### src/rtl/sertx_pkg.sv
package sertx_pkg;
  typedef enum logic [1:0] {
    PAR_OFF  = 2'b00,
    PAR_EVEN = 2'b01,
    PAR_ODD  = 2'b10,
    PAR_OFF2 = 2'b11
  } par_mode_t;

  function automatic logic par_active(input par_mode_t m);
    return (m == PAR_EVEN) || (m == PAR_ODD);
  endfunction
endpackage

### src/rtl/sertx_hold.sv
module sertx_hold #(
  parameter int DATA_W = 8
) (
  input  logic              clk,
  input  logic              rst_n,
  input  logic              wr_valid,
  output logic              wr_ready,
  input  logic [DATA_W-1:0] wr_data,
  input  logic              wr_mpb,
  input  logic              take,
  output logic              full,
  output logic [DATA_W-1:0] q_data,
  output logic              q_mpb
);
  logic accept;
  assign wr_ready = !full;
  assign accept   = wr_valid && wr_ready;

  always_ff @(posedge clk or negedge rst_n) begin
    if (!rst_n) begin
      full   <= 1'b0;
      q_data <= '0;
      q_mpb  <= 1'b0;
    end else if (accept) begin
      full   <= 1'b1;
      q_data <= wr_data;
      q_mpb  <= wr_mpb;
    end else if (take) begin
      full   <= 1'b0;
    end
  end
endmodule

### src/rtl/sertx_frame.sv
module sertx_frame
  import sertx_pkg::*;
#(
  parameter int DATA_W  = 8,
  parameter int FRAME_W = DATA_W + 4,
  parameter int CNT_W   = $clog2(FRAME_W + 1)
) (
  input  logic [DATA_W-1:0]  data,
  input  logic               mpb,
  input  logic               len7,
  input  logic               stop2,
  input  par_mode_t          pmode,
  input  logic               mp_en,
  output logic [FRAME_W-1:0] frame,
  output logic [CNT_W-1:0]   nbits
);
  logic [DATA_W-1:0] dmask;
  logic [DATA_W-1:0] dsel;
  logic              pbit;
  logic              extra_on;
  logic              extra_val;
  logic [CNT_W-1:0]  pos;

  always_comb begin
    dmask = '1;
    if (len7) dmask[DATA_W-1] = 1'b0;
    dsel      = data & dmask;
    pbit      = (pmode == PAR_ODD) ? ~(^dsel) : (^dsel);
    extra_on  = mp_en || par_active(pmode);
    extra_val = mp_en ? mpb : pbit;
  end

  always_comb begin
    frame    = '1;
    frame[0] = 1'b0;
    for (int i = 0; i < DATA_W; i++) begin
      if (!(len7 && i == DATA_W - 1)) frame[1+i] = data[i];
    end
    pos = CNT_W'(len7 ? DATA_W : DATA_W + 1);
    if (extra_on) frame[pos] = extra_val;
    nbits = pos + CNT_W'(extra_on) + CNT_W'(stop2 ? 2 : 1);
  end
endmodule

### src/rtl/sertx_shift.sv
module sertx_shift #(
  parameter int OVS     = 16,
  parameter int FRAME_W = 12,
  parameter int CNT_W   = $clog2(FRAME_W + 1),
  parameter int TCK_W   = (OVS > 1) ? $clog2(OVS) : 1
) (
  input  logic               clk,
  input  logic               rst_n,
  input  logic               tick,
  input  logic               pending,
  input  logic [FRAME_W-1:0] frame,
  input  logic [CNT_W-1:0]   nbits,
  output logic               take,
  output logic               busy,
  output logic               txd
);
  logic [FRAME_W-1:0] sh;
  logic [CNT_W-1:0]   left;
  logic [TCK_W-1:0]   tcnt;
  logic               bit_end;
  logic               last_bit;

  assign bit_end  = busy && tick && (tcnt == TCK_W'(OVS - 1));
  assign last_bit = (left == CNT_W'(1));
  assign take     = pending && (!busy || (bit_end && last_bit));
  assign txd      = sh[0];

  always_ff @(posedge clk or negedge rst_n) begin
    if (!rst_n) begin
      sh   <= '1;
      left <= '0;
      tcnt <= '0;
      busy <= 1'b0;
    end else if (take) begin
      sh   <= frame;
      left <= nbits;
      tcnt <= '0;
      busy <= 1'b1;
    end else if (bit_end) begin
      tcnt <= '0;
      if (last_bit) begin
        busy <= 1'b0;
        sh   <= '1;
        left <= '0;
      end else begin
        sh   <= {1'b1, sh[FRAME_W-1:1]};
        left <= left - CNT_W'(1);
      end
    end else if (busy && tick) begin
      tcnt <= tcnt + TCK_W'(1);
    end
  end
endmodule

### src/rtl/mpx_uart_tx.sv
module mpx_uart_tx
  import sertx_pkg::*;
#(
  parameter int DATA_W = 8,
  parameter int OVS    = 16
) (
  input  logic              clk,
  input  logic              rst_n,
  input  logic              baud_tick,
  input  logic              cfg_len7,
  input  logic              cfg_stop2,
  input  logic [1:0]        cfg_parity,
  input  logic              cfg_mp_en,
  input  logic              in_valid,
  output logic              in_ready,
  input  logic [DATA_W-1:0] in_data,
  input  logic              in_mpb,
  output logic              txd,
  output logic              buf_empty,
  output logic              tx_end
);
  localparam int FRAME_W = DATA_W + 4;
  localparam int CNT_W   = $clog2(FRAME_W + 1);

  logic               hold_full;
  logic [DATA_W-1:0]  hold_data;
  logic               hold_mpb;
  logic               take;
  logic               sh_busy;
  logic [FRAME_W-1:0] frame;
  logic [CNT_W-1:0]   nbits;
  par_mode_t          pmode;

  assign pmode = par_mode_t'(cfg_parity);

  sertx_hold #(.DATA_W(DATA_W)) u_hold (
    .clk(clk), .rst_n(rst_n),
    .wr_valid(in_valid), .wr_ready(in_ready),
    .wr_data(in_data), .wr_mpb(in_mpb),
    .take(take), .full(hold_full),
    .q_data(hold_data), .q_mpb(hold_mpb)
  );

  sertx_frame #(.DATA_W(DATA_W), .FRAME_W(FRAME_W), .CNT_W(CNT_W)) u_frame (
    .data(hold_data), .mpb(hold_mpb),
    .len7(cfg_len7), .stop2(cfg_stop2),
    .pmode(pmode), .mp_en(cfg_mp_en),
    .frame(frame), .nbits(nbits)
  );

  sertx_shift #(.OVS(OVS), .FRAME_W(FRAME_W), .CNT_W(CNT_W)) u_shift (
    .clk(clk), .rst_n(rst_n), .tick(baud_tick),
    .pending(hold_full), .frame(frame), .nbits(nbits),
    .take(take), .busy(sh_busy), .txd(txd)
  );

  assign buf_empty = !hold_full;
  assign tx_end    = !hold_full && !sh_busy;
endmodule

### config.mk
export PLATFORM = sky130hd
export DESIGN_NAME = mpx_uart_tx
export DESIGN_NICKNAME = d
export VERILOG_FILES = /design/src/rtl/sertx_pkg.sv /design/src/rtl/sertx_hold.sv /design/src/rtl/sertx_frame.sv /design/src/rtl/sertx_shift.sv /design/src/rtl/mpx_uart_tx.sv
export SDC_FILE = /design/constraint.sdc
export NUM_CORES = 1
export LEC_CHECK = 0
export BUFFER_PORTS_ARGS = -buffer_cell sky130_fd_sc_hd__buf_4
export CORE_MARGIN = 10
export CORE_UTILIZATION = 35
export DETAILED_ROUTE_END_ITERATION = 8
export PLACE_DENSITY = 0.59
export SLEW_MARGIN = 20
export SYNTH_ARGS = -nofsm -noshare
export SYNTH_HDL_FRONTEND = slang
export SYNTH_SLANG_ARGS = --single-unit
### constraint.sdc
create_clock -name clk -period 1.8 [get_ports clk]
set_input_delay 0.09 -clock clk [delete_from_list [all_inputs] [get_ports clk]]
set_output_delay 0.09 -clock clk [all_outputs]
set_load 0.05 [all_outputs]
# [Word-level counts from Yosys, hierarchy flattened]
# Index checks and enable logic that the tools add are counted.
[op_classes] add_sub_neg=4 bitwise=2 mux=24 order_cmp=2 n_eq_ne=4 n_reduce_logical=18
[op_table] operator="$mux W12" n=3
[op_table] operator="$mux W4" n=6
[op_table] operator="$bwmux W12" n=1
[op_table] operator="$mux W1" n=11
[op_table] operator="$mux W11" n=1
[op_table] operator="$and A8 B8 Y8" n=1
[op_table] operator="$reduce_xor A8 Y1" n=1
[op_table] operator="$logic_and A1 B1 Y1" n=7
[op_table] operator="$reduce_bool A2 Y1" n=3
[op_table] operator="$lt A4 B5 Y1 const B" n=1
[op_table] operator="$add A4 B1 Y4" n=1
[op_table] operator="$add A4 B1 Y4 const B" n=1
[op_table] operator="$add A4 B4 Y4" n=1
[op_table] operator="$demux W1 S4" n=1
[op_table] operator="$eq A4 B1 Y1 const B" n=1
[op_table] operator="$eq A4 B4 Y1 const B" n=1
[op_table] operator="$ge A4 B1 Y1 const B" n=1
[op_table] operator="$sub A4 B1 Y4 const B" n=1
[op_table] operator="$logic_or A1 B1 Y1" n=3
[op_table] operator="$reduce_bool A3 Y1" n=1
[op_table] operator="$eq A2 B1 Y1 const B" n=1
[op_table] operator="$eq A2 B2 Y1 const B" n=1
[op_table] operator="$logic_not A1 Y1" n=2
[op_table] operator="$mux W2" n=1
[op_table] operator="2 further kinds" n=2
[totals] wordCells=61 output_inout_bits=4 in_bits=18 ff_bits=31

# [Logic depth before layout (Yosys ltp)]
# Gate-level depths: netlist of the first run.
[depth] word_depth=9 depth_mapped=8 mapped_depth_nobuf=7

# [Hierarchy]
# From an unflattened synthesis of the first run, not the netlist that was laid out.
[unflattened] cells_unflattened=186 hier_area_um2=1856.8
[by_module_without_submodules] mod="sertx_shift" cells_each=125 area_per_inst_um2=1151.1 seq_area_each_um2=540.5 instances=1
[by_module_without_submodules] mod="sertx_hold" cells_each=23 area_per_inst_um2=414.1 seq_area_each_um2=250.2 instances=1
[by_module_without_submodules] mod="sertx_frame" cells_each=36 area_per_inst_um2=284.0 seq_area_each_um2=0.0 instances=1
[by_module_without_submodules] mod="mpx_uart_tx" cells_each=2 area_per_inst_um2=7.5 seq_area_each_um2=0.0 instances=1

# [Worst setup path after synthesis of the first run]
# Ideal clock, no wire load.
[synth_path] path_kind="flip-flop to flip-flop" start="register u_shift.left[1]" end="register u_shift.left[0]" t_required_ps=1664 slack_ps=120 synth_period_minus_slack_ps=1680 stages_incl_launch_ff=9 n_path_buf=1 setup_time_ps=136 arrival_time_ps=1544 cell_sequence="dfrtp_1 > inv_1 > ha_1 > or3b_4 > o21ai_2 > buf_2 > nor2_1 > a211oi_1 > a21oi_1"
[synth_via] elab_chain_len=5 elab_cells_between_ends=8 cone_classes="1 x eq/ne; 3 x mux; 4 x reduce/logical"
[synth_lines] element="start, declared" line_no="sertx_shift.sv:18" text="logic [CNT_W-1:0] left;"
[synth_lines] element="start signal, assigned" line_no="sertx_shift.sv:36" text="left <= nbits;"
[synth_lines] element="start signal, assigned" line_no="sertx_shift.sv:47" text="left <= left - CNT_W'(1);"
[synth_lines] element="$eq A4 B1 Y1 (*)" line_no="sertx_shift.sv:24" text="assign last_bit = (left == CNT_W'(1));"
[synth_lines] element="$logic_and A1 B1 Y1" line_no="sertx_shift.sv:25" text="assign take = pending && (!busy || (bit_end && last_bit));"
[synth_lines] element="$logic_or A1 B1 Y1" line_no="sertx_shift.sv:25"
[synth_lines] element="$logic_and A1 B1 Y1" line_no="sertx_shift.sv:25"
[synth_lines] element="$mux W4 or $reduce_bool A2 Y1 (tied branches)"
# Every way passes the cells marked *; elsewhere a longest branch is shown, timed or not. The select of a mux whose other input is x is not followed.
# A chain may end at the register's enable or synchronous reset.

# [Final worst setup path of the first run]
[layout_path] start="register u_shift.left[1]" end="register u_shift.sh[1]"
[layout_via] elab_chain_len=5 elab_cells_between_ends=8 cone_classes="1 x eq/ne; 3 x mux; 4 x reduce/logical"
[layout_lines] element="$eq A4 B1 Y1 (*)" line_no="sertx_shift.sv:24"
[layout_lines] element="$logic_and A1 B1 Y1" line_no="sertx_shift.sv:25"
[layout_lines] element="$logic_or A1 B1 Y1" line_no="sertx_shift.sv:25"
[layout_lines] element="$logic_and A1 B1 Y1" line_no="sertx_shift.sv:25"
[layout_lines] element="$mux W12 or $reduce_bool A2 Y1 (tied branches)"
[layout_lines] element="end signal, assigned" line_no="sertx_shift.sv:35" text="sh <= frame;"
[layout_lines] element="end signal, assigned" line_no="sertx_shift.sv:46" text="sh <= {1'b1, sh[FRAME_W-1:1]};"
[layout_lines] element="end, declared" line_no="sertx_shift.sv:17" text="logic [FRAME_W-1:0] sh;"
# Marked as above.

==> impl_metrics.py, run 1 <==
metrics = {
    "cts": {
        "clock_latency_ps": 290,
        "h-tree-depth": 2,
        "cts_root_buf": "clkbuf_8",
        "cts_tree": "built",
        "cts_made_buffers": 5,
        "clk_pin_slew_worst_paths_ps": 60,
        "numClockSinks": 29,
        "max-clock-path-buffers": 2,
    },
    "timing": {
        "worstMarginPinSlew_ps": 380,
        "tns_ps": 0,
        "max_freq_mhz": 571,
        "rsz0062_at_grt": "yes",
        "setup_viol": 0,
        "finClkSkew_ps": 8.37,
        "hold_viol": 0,
        "setup_ws_ps": 47.2,
        "slew-limit-headroom_pct": 74.7,
        "min_period_ps": 1750,
        "fin_crit_sh_pct": 97.4,
        "drv_slew": 0,
    },
    "synthesis": {
        "synth_edf_count": 0,
        "yosys.area.top_type_share_pct": 30.3,
        "syn_avg_cell_area_um2": 10.6,
        "synthFlopType": "dfrtp_1",
        "syn_nets": 172,
        "async_flop_share_pct": 100,
        "yosysWarnings": 0,
        "seq_area_frac_synth_pct": 47.1,
        "synth_cell_types": 40,
        "syn_area_um2": 1570,
        "ys_ff_latch": 29,
        "synth_cells": 148,
        "synth.area.top_cells": "dfrtp_1, dfstp_2, mux2_2",
        "yosysTopAreaCell": "dfrtp_1",
    },
    "hold_path": {
        "min_path_cells": 3,
        "hp-start": "in_valid",
        "holdPathEnd": "u_hold.full",
        "hold_path.class": "in -> reg",
    },
    "power": {
        "p_total_w": 0.00257,
        "cellPowerDensity_nw_per_um2": 1270,
        "max-vdd-ir-drop_mv": 0.505,
        "p_leak_nw": 0.868,
    },
    "floorplanning": {
        "coreArea_um2": 4350,
        "die_h_um": 86.9,
        "die_w_um": 86.9,
        "num_rows": 24,
        "floorplan.initialDensity_pct": 36.0,
        "ioPinCount": 22,
        "die_area_um2": 7560,
    },
    "setup_path": {
        "worstPathArrival_ps": 1960,
        "crit_type": "reg -> reg",
        "critical_path.max_fanout": 6,
        "worst_path_dominant_cell_family": "simple AND/OR/NAND/NOR gates",
        "critical_path_buf_inv_count": 2,
        "worstSetupStartpointType": "flip-flop",
        "worstReg2RegStart": "u_shift.left[1]",
        "rr_endpoint": "u_shift.sh[1]",
        "r2r_setup_slack_ps": 50,
        "cp_cell_sequence": "inv_2 > ha_4 > or3b_4 > o21ai_4 > nand2_4 > buf_6 > o22ai_2 > a21oi_1",
        "cpPeakStageDelay_ps": 400,
        "ff2ff_path_depth": 8,
        "slowest_stage": "or3b_4",
        "cp-end-kind": "flip-flop",
        "worstPathRequired_ps": 2010,
    },
    "route": {
        "dr_total_vias": 1216,
        "vias_per_cell": 5.24,
        "drt_first_pass_iters": 4,
        "drt-initial-drc-count": 58,
        "routed_wl_mm": 3.60,
        "avgRoutedWirePerCell_um": 15.5,
        "drc": 0,
        "drt.antenna.violating_nets": 0,
    },
    "global_routing": {
        "antenna_found_initial": 0,
        "grt.total_usage_pct": 9.97,
        "first_global_vias": 1320,
        "grt_pass1_wl_mm": 6.03,
        "grt-ovfl-total": 0,
        "grt_max_degree": 30,
    },
    "final_layout": {
        "fin_util_pct": 46.6,
        "layout-drive-gt1-share_pct": 43.3,
        "n_antenna_cell": 0,
        "area_growth_syn_to_layout_pct": 29.3,
        "final_nets": 203,
        "stdcell_count": 232,
    },
    "placed_design": {
        "portBuffers": 21,
        "dp.cells": 218,
        "place_hpwl_mm": 2.56,
        "pre_cts_ws_ps": -16.4,
        "gp_congestion": 0.778,
    },
    "run": {
        "cap_violations": 0,
    },
    "status": {
        "status": "completed",
    },
}
## per-stage QoR
step	hold WS [ps]	instance area, µm²
after global placement	36.7	1770
after global routing	31.5	2030
final	34.8	2030
after CTS	30.9	1890
after floorplan	-206	1570
after detailed placement	40.0	1770
## registers in the layout (all words and copies together), names as in the netlist
signal         flops
u_hold.full        1
u_hold.q_data      8
u_hold.q_mpb       1
u_shift.busy       1
u_shift.left       4
u_shift.sh        10
u_shift.tcnt       4
## layout make-up
type                    count  area (µm²)
flip-flops and latches     29         739
clock buffers               7        96.3
repair buffers             32         250
multi-input cells         105         848
well taps                  52        65.1
clock inverters             1        5.00
inverters                   6        22.5
fillers                   393        2330
## cell families after synthesis
family / Yosys count / share of synthesized area [%]
AOI/OAI and AO/OA: 41 / 17.2
xor gates and xnor gates: 8 / 5.35
buffers and inverters: 14 / 4.87
DFF: 29 / 47.1
muxes: 9 / 6.46
adders and majority gates: 6 / 5.27
and+or+nand+nor: 41 / 13.7
## layer usage
metal | vias up | share of wire (%) | track usage [%]
met3 | 7 | 8.8 | 5.43
met2 | 27 | 48 | 15.9
met5 | - | 0 | 0
met4 | 0 | 1.3 | 3.24
li1 | 578 | - | -
met1 | 604 | 42 | 11.1
## layout by cell type, fill, tap and decap left out, drive strengths merged, types with 2 or more instances in the layout
cell type | synthesis | layout
nand2 | 11 | 11
dfrtp | 19 | 19
o21ai | 11 | 11
inv | 6 | 6
nand2b | 3 | 3
nor3b | 2 | 2
clkbuf | 0 | 7
mux2 | 9 | 9
a211oi | 2 | 2
a21oi | 13 | 13
buf | 8 | 31
nor3 | 2 | 2
nor2b | 3 | 3
o22ai | 7 | 7
a31oi | 2 | 2
xnor2 | 7 | 7
or3 | 2 | 2
ha | 5 | 5
dfstp | 10 | 10
nor2 | 12 | 12
## worst register-to-register path, cell delays in order (launching register included)
cell,delay [ps]
dfrtp_1,380
inv_2,80
ha_4,130
or3b_4,400
o21ai_4,230
nand2_4,120
buf_6,160
o22ai_2,110
a21oi_1,80
## timing repair
action / in CTS / in global routing
hold buffers: 1 / 0
gates cloned: 0 / 0
pin swaps: 0 / 12
resized for setup: 1 / 20
setup buffers: 0 / 5
endpoints found under the hold margin: 19 / 0
endpoints found under the setup margin: 1 / 11
## worst max path at each step
stage	startpoint	to	slack, ps	depth (start not counted)
floorplan	u_shift.left[1]	u_shift.left[0]	120	8
global placement	u_shift.left[1]	u_shift.sh[9]	50	7
detailed placement	u_shift.left[1]	u_shift.sh[9]	-20	7
CTS	u_shift.left[1]	u_shift.sh[9]	20	7
global route	u_shift.left[1]	u_shift.sh[9]	-60	7
finish	u_shift.left[1]	u_shift.sh[1]	50	8
## power by group
group          leakage, nW  total [W]  switching (W)  internal [W]
combinational        0.484   0.000876       0.000402      0.000475
sequential           0.329    0.00110       0.000176      0.000920
clock               0.0542   0.000601       0.000256      0.000345
## synthesized netlist by cell type (2+ instances only)
cell,n
dfstp_2,10
nor2_1,12
buf_4,3
inv_1,6
o21ai_1,2
a211oi_1,2
nor3_1,2
nand2_1,10
or3_1,2
xnor2_1,7
a21oi_1,13
mux2_2,9
nand2b_1,3
buf_2,4
o21ai_0,7
o22ai_1,7
dfrtp_1,19
nor2b_1,3
ha_1,5
nor3b_1,2
No activity file was read; power rests on OpenSTA's default activity.
==> run 2, diff against run 1 <==
--- a/config.mk
+++ b/config.mk
@@ -9,7 +9,8 @@
 export CORE_MARGIN = 10
 export CORE_UTILIZATION = 35
 export DETAILED_ROUTE_END_ITERATION = 8
-export PLACE_DENSITY = 0.59
+export PLACE_DENSITY_LB_ADDON = 0.25
+export RECOVER_POWER = 25
 export SLEW_MARGIN = 20
 export SYNTH_ARGS = -nofsm -noshare
 export SYNTH_HDL_FRONTEND = slang
==> run 2 against run 1 <==
  * Fmax shrank 0.36%
  * Register-to-register slack hardly changed
  * First-iteration DRC count decreased by 19%
  * Power is 4.5% lower
  * Sequential power hardly changed
  * Die area is the same
  * Clock-buffer cell count is 2 lower
  * Via count decreased by 4.3%
  * Critical path depth decreased by 1
  * Routed wire length shrank 9.7%
  * Non-clock buffer count down 6
  * Global-route usage decreased by 0.52 points
  * Critical path type unchanged
  * Critical endpoint is now u_shift.sh[9]
==> impl_metrics.py, run 2 (synthesis results as in run 1) <==
metrics = {
    "floorplanning": {
        "coreArea_um2": 4350,
        "ioPinCount": 22,
        "die_area_um2": 7560,
        "die_w_um": 86.9,
        "floorplan.initialDensity_pct": 36.0,
        "die_h_um": 86.9,
        "num_rows": 24,
    },
    "setup_path": {
        "ff2ff_path_depth": 7,
        "crit_type": "reg -> reg",
        "worstSetupStartpointType": "flip-flop",
        "worstReg2RegStart": "u_shift.left[1]",
        "cp-end-kind": "flip-flop",
        "startpoint": "u_shift.left[1]",
        "r2r_setup_slack_ps": 40,
        "worstPathArrival_ps": 1960,
        "rr_endpoint": "u_shift.sh[9]",
        "crit_end": "u_shift.sh[9]",
        "worstPathRequired_ps": 2000,
        "critical_path.max_fanout": 10,
    },
    "timing": {
        "worstMarginPinSlew_ps": 729,
        "max_freq_mhz": 568,
        "timing.hold.ws_ps": 35.8,
        "fin_crit_sh_pct": 97.7,
        "hold_viol": 0,
        "setup_viol": 0,
        "drv_slew": 0,
        "min_period_ps": 1760,
        "slew-limit-headroom_pct": 51.4,
        "finClkSkew_ps": 7.22,
        "rsz0062_at_grt": "yes",
    },
    "final_layout": {
        "final_cell_mix": "buf_4, dfrtp_1, nor2_1, a21oi_1",
        "stdcell_count": 225,
        "largest_register_ff_count": 10,
        "n_antenna_cell": 0,
        "nFillCells": 413,
        "regMostFlops": "u_shift.sh",
        "design_area_um2": 1910,
        "final_nets": 197,
        "layout-drive-gt1-share_pct": 37.6,
        "reg_top3": "u_shift.sh: 10 flops, u_hold.q_data: 8 flops",
        "layout_commonest_cell": "buf_4",
        "area_growth_syn_to_layout_pct": 21.9,
    },
    "cts": {
        "cts_made_buffers": 5,
        "numClockSinks": 29,
        "cts_root_buf": "clkbuf_8",
        "clk_pin_slew_worst_paths_ps": 60,
        "clock_latency_ps": 280,
        "max-clock-path-buffers": 2,
        "h-tree-depth": 2,
        "cts_tree": "built",
    },
    "route": {
        "dr_total_vias": 1164,
        "routed_wl_mm": 3.25,
        "vias_per_cell": 5.17,
        "drc": 0,
        "avgRoutedWirePerCell_um": 14.4,
        "drt-initial-drc-count": 47,
        "drt_first_pass_iters": 4,
        "drt.antenna.violating_nets": 0,
    },
    "power": {
        "p_leak_nw": 0.822,
        "max-vdd-ir-drop_mv": 0.496,
        "cellPowerDensity_nw_per_um2": 1290,
    },
    "placed_design": {
        "dp.cells": 217,
        "portBuffers": 21,
        "gp_congestion": 0.801,
        "place_hpwl_mm": 2.44,
        "dpl_cell_area_um2": 1770,
    },
    "global_routing": {
        "grt_max_degree": 30,
        "grt.total_usage_pct": 9.45,
        "first_global_vias": 1250,
        "grt_pass1_wl_mm": 5.76,
        "grt-ovfl-total": 0,
        "antenna_found_initial": 0,
    },
    "status": {
        "status": "completed",
    },
    "run": {
        "cap_violations": 0,
    },
    "hold_path": {
        "hold_path.class": "in -> reg",
    },
}
## run 2: cell count changes in the layout (fill, tap and decap cells not counted), moves of 2 or more
cell | previous run | this run
o22ai_2 | 3 | 1
clkbuf_8 | 7 | 5
o22ai_1 | 2 | 6
buf_6 | 2 | 0
a21oi_1 | 10 | 12
buf_4 | 29 | 24
o22ai_4 | 2 | 0
a21oi_2 | 3 | 1
## run 2: timing repair
| action | 4_1_cts | 5_1_grt |
|---|---|---|
| hold buffers | 1 | 0 |
| gates resized for setup | 1 | 6 |
| setup buffers | 0 | 0 |
| endpoints found under the setup margin | 1 | 10 |
| endpoints found under the hold margin | 19 | 0 |
| pin swaps | 0 | 4 |
## run 2: worst max-delay path, stage by stage (launching register included)
cell	delay, ps
dfrtp_1	380
inv_2	90
ha_4	130
or3b_4	400
o21ai_4	220
nand2_4	130
o32ai_2	260
a31oi_1	60
## run 2: layer usage
| layer | global-route usage (%) | vias up | share of wire, % |
|---|---|---|---|
| li1 | - | 570 | - |
| met1 | 11.0 | 566 | 46 |
| met2 | 14.5 | 22 | 45 |
| met3 | 4.59 | 6 | 7.5 |
| met4 | 3.98 | 0 | 1.7 |
| met5 | 0 | - | 0 |
## run 2: through the flow
stage	utilization (%)	setup slack, ps	TNS [ps]	total power (W)
6_report	43.9	40.8	0	0.00246
4_1_cts	43.3	30.3	0	0.00245
2_1_floorplan	-	120	0	0.00160
3_5_place_dp	40.6	0.637	0	0.00179
5_1_grt	43.9	-61.9	-243	0.00264
3_3_place_gp	40.6	51.0	0	0.00176
## run 2: where the power goes
group | leakage (nW) | switching, W | internal, W | total (W)
combinational | 0.438 | 0.000365 | 0.000380 | 0.000745
clock | 0.0540 | 0.000241 | 0.000401 | 0.000643
sequential | 0.329 | 0.000154 | 0.000916 | 0.00107
total | 0.822 | 0.000760 | 0.00170 | 0.00246
## run 2: how the worst min path moves through the flow
stage	start	to	depth (start not counted)
2_1_floorplan	rst_n	u_hold.full	0
3_5_place_dp	rst_n	u_shift.tcnt[0]	1
4_1_cts	in_valid	u_hold.full	3
3_3_place_gp	rst_n	u_shift.tcnt[0]	1
6_report	in_valid	u_hold.full	3
5_1_grt	in_data[5]	u_hold.q_data[5]	2
## run 2: layout make-up
class | count | area (µm²) | area share [%]
Multi-Input combinational cell | 105 | 786 | 41.1
Sequential cell | 29 | 738 | 38.6
Timing Repair Buffer | 26 | 195 | 10.2
Clock buffer | 5 | 68.8 | 3.60
Tap cell | 52 | 65.1 | 3.41
Clock inverter | 2 | 35.0 | 1.83
Inverter | 6 | 22.5 | 1.18
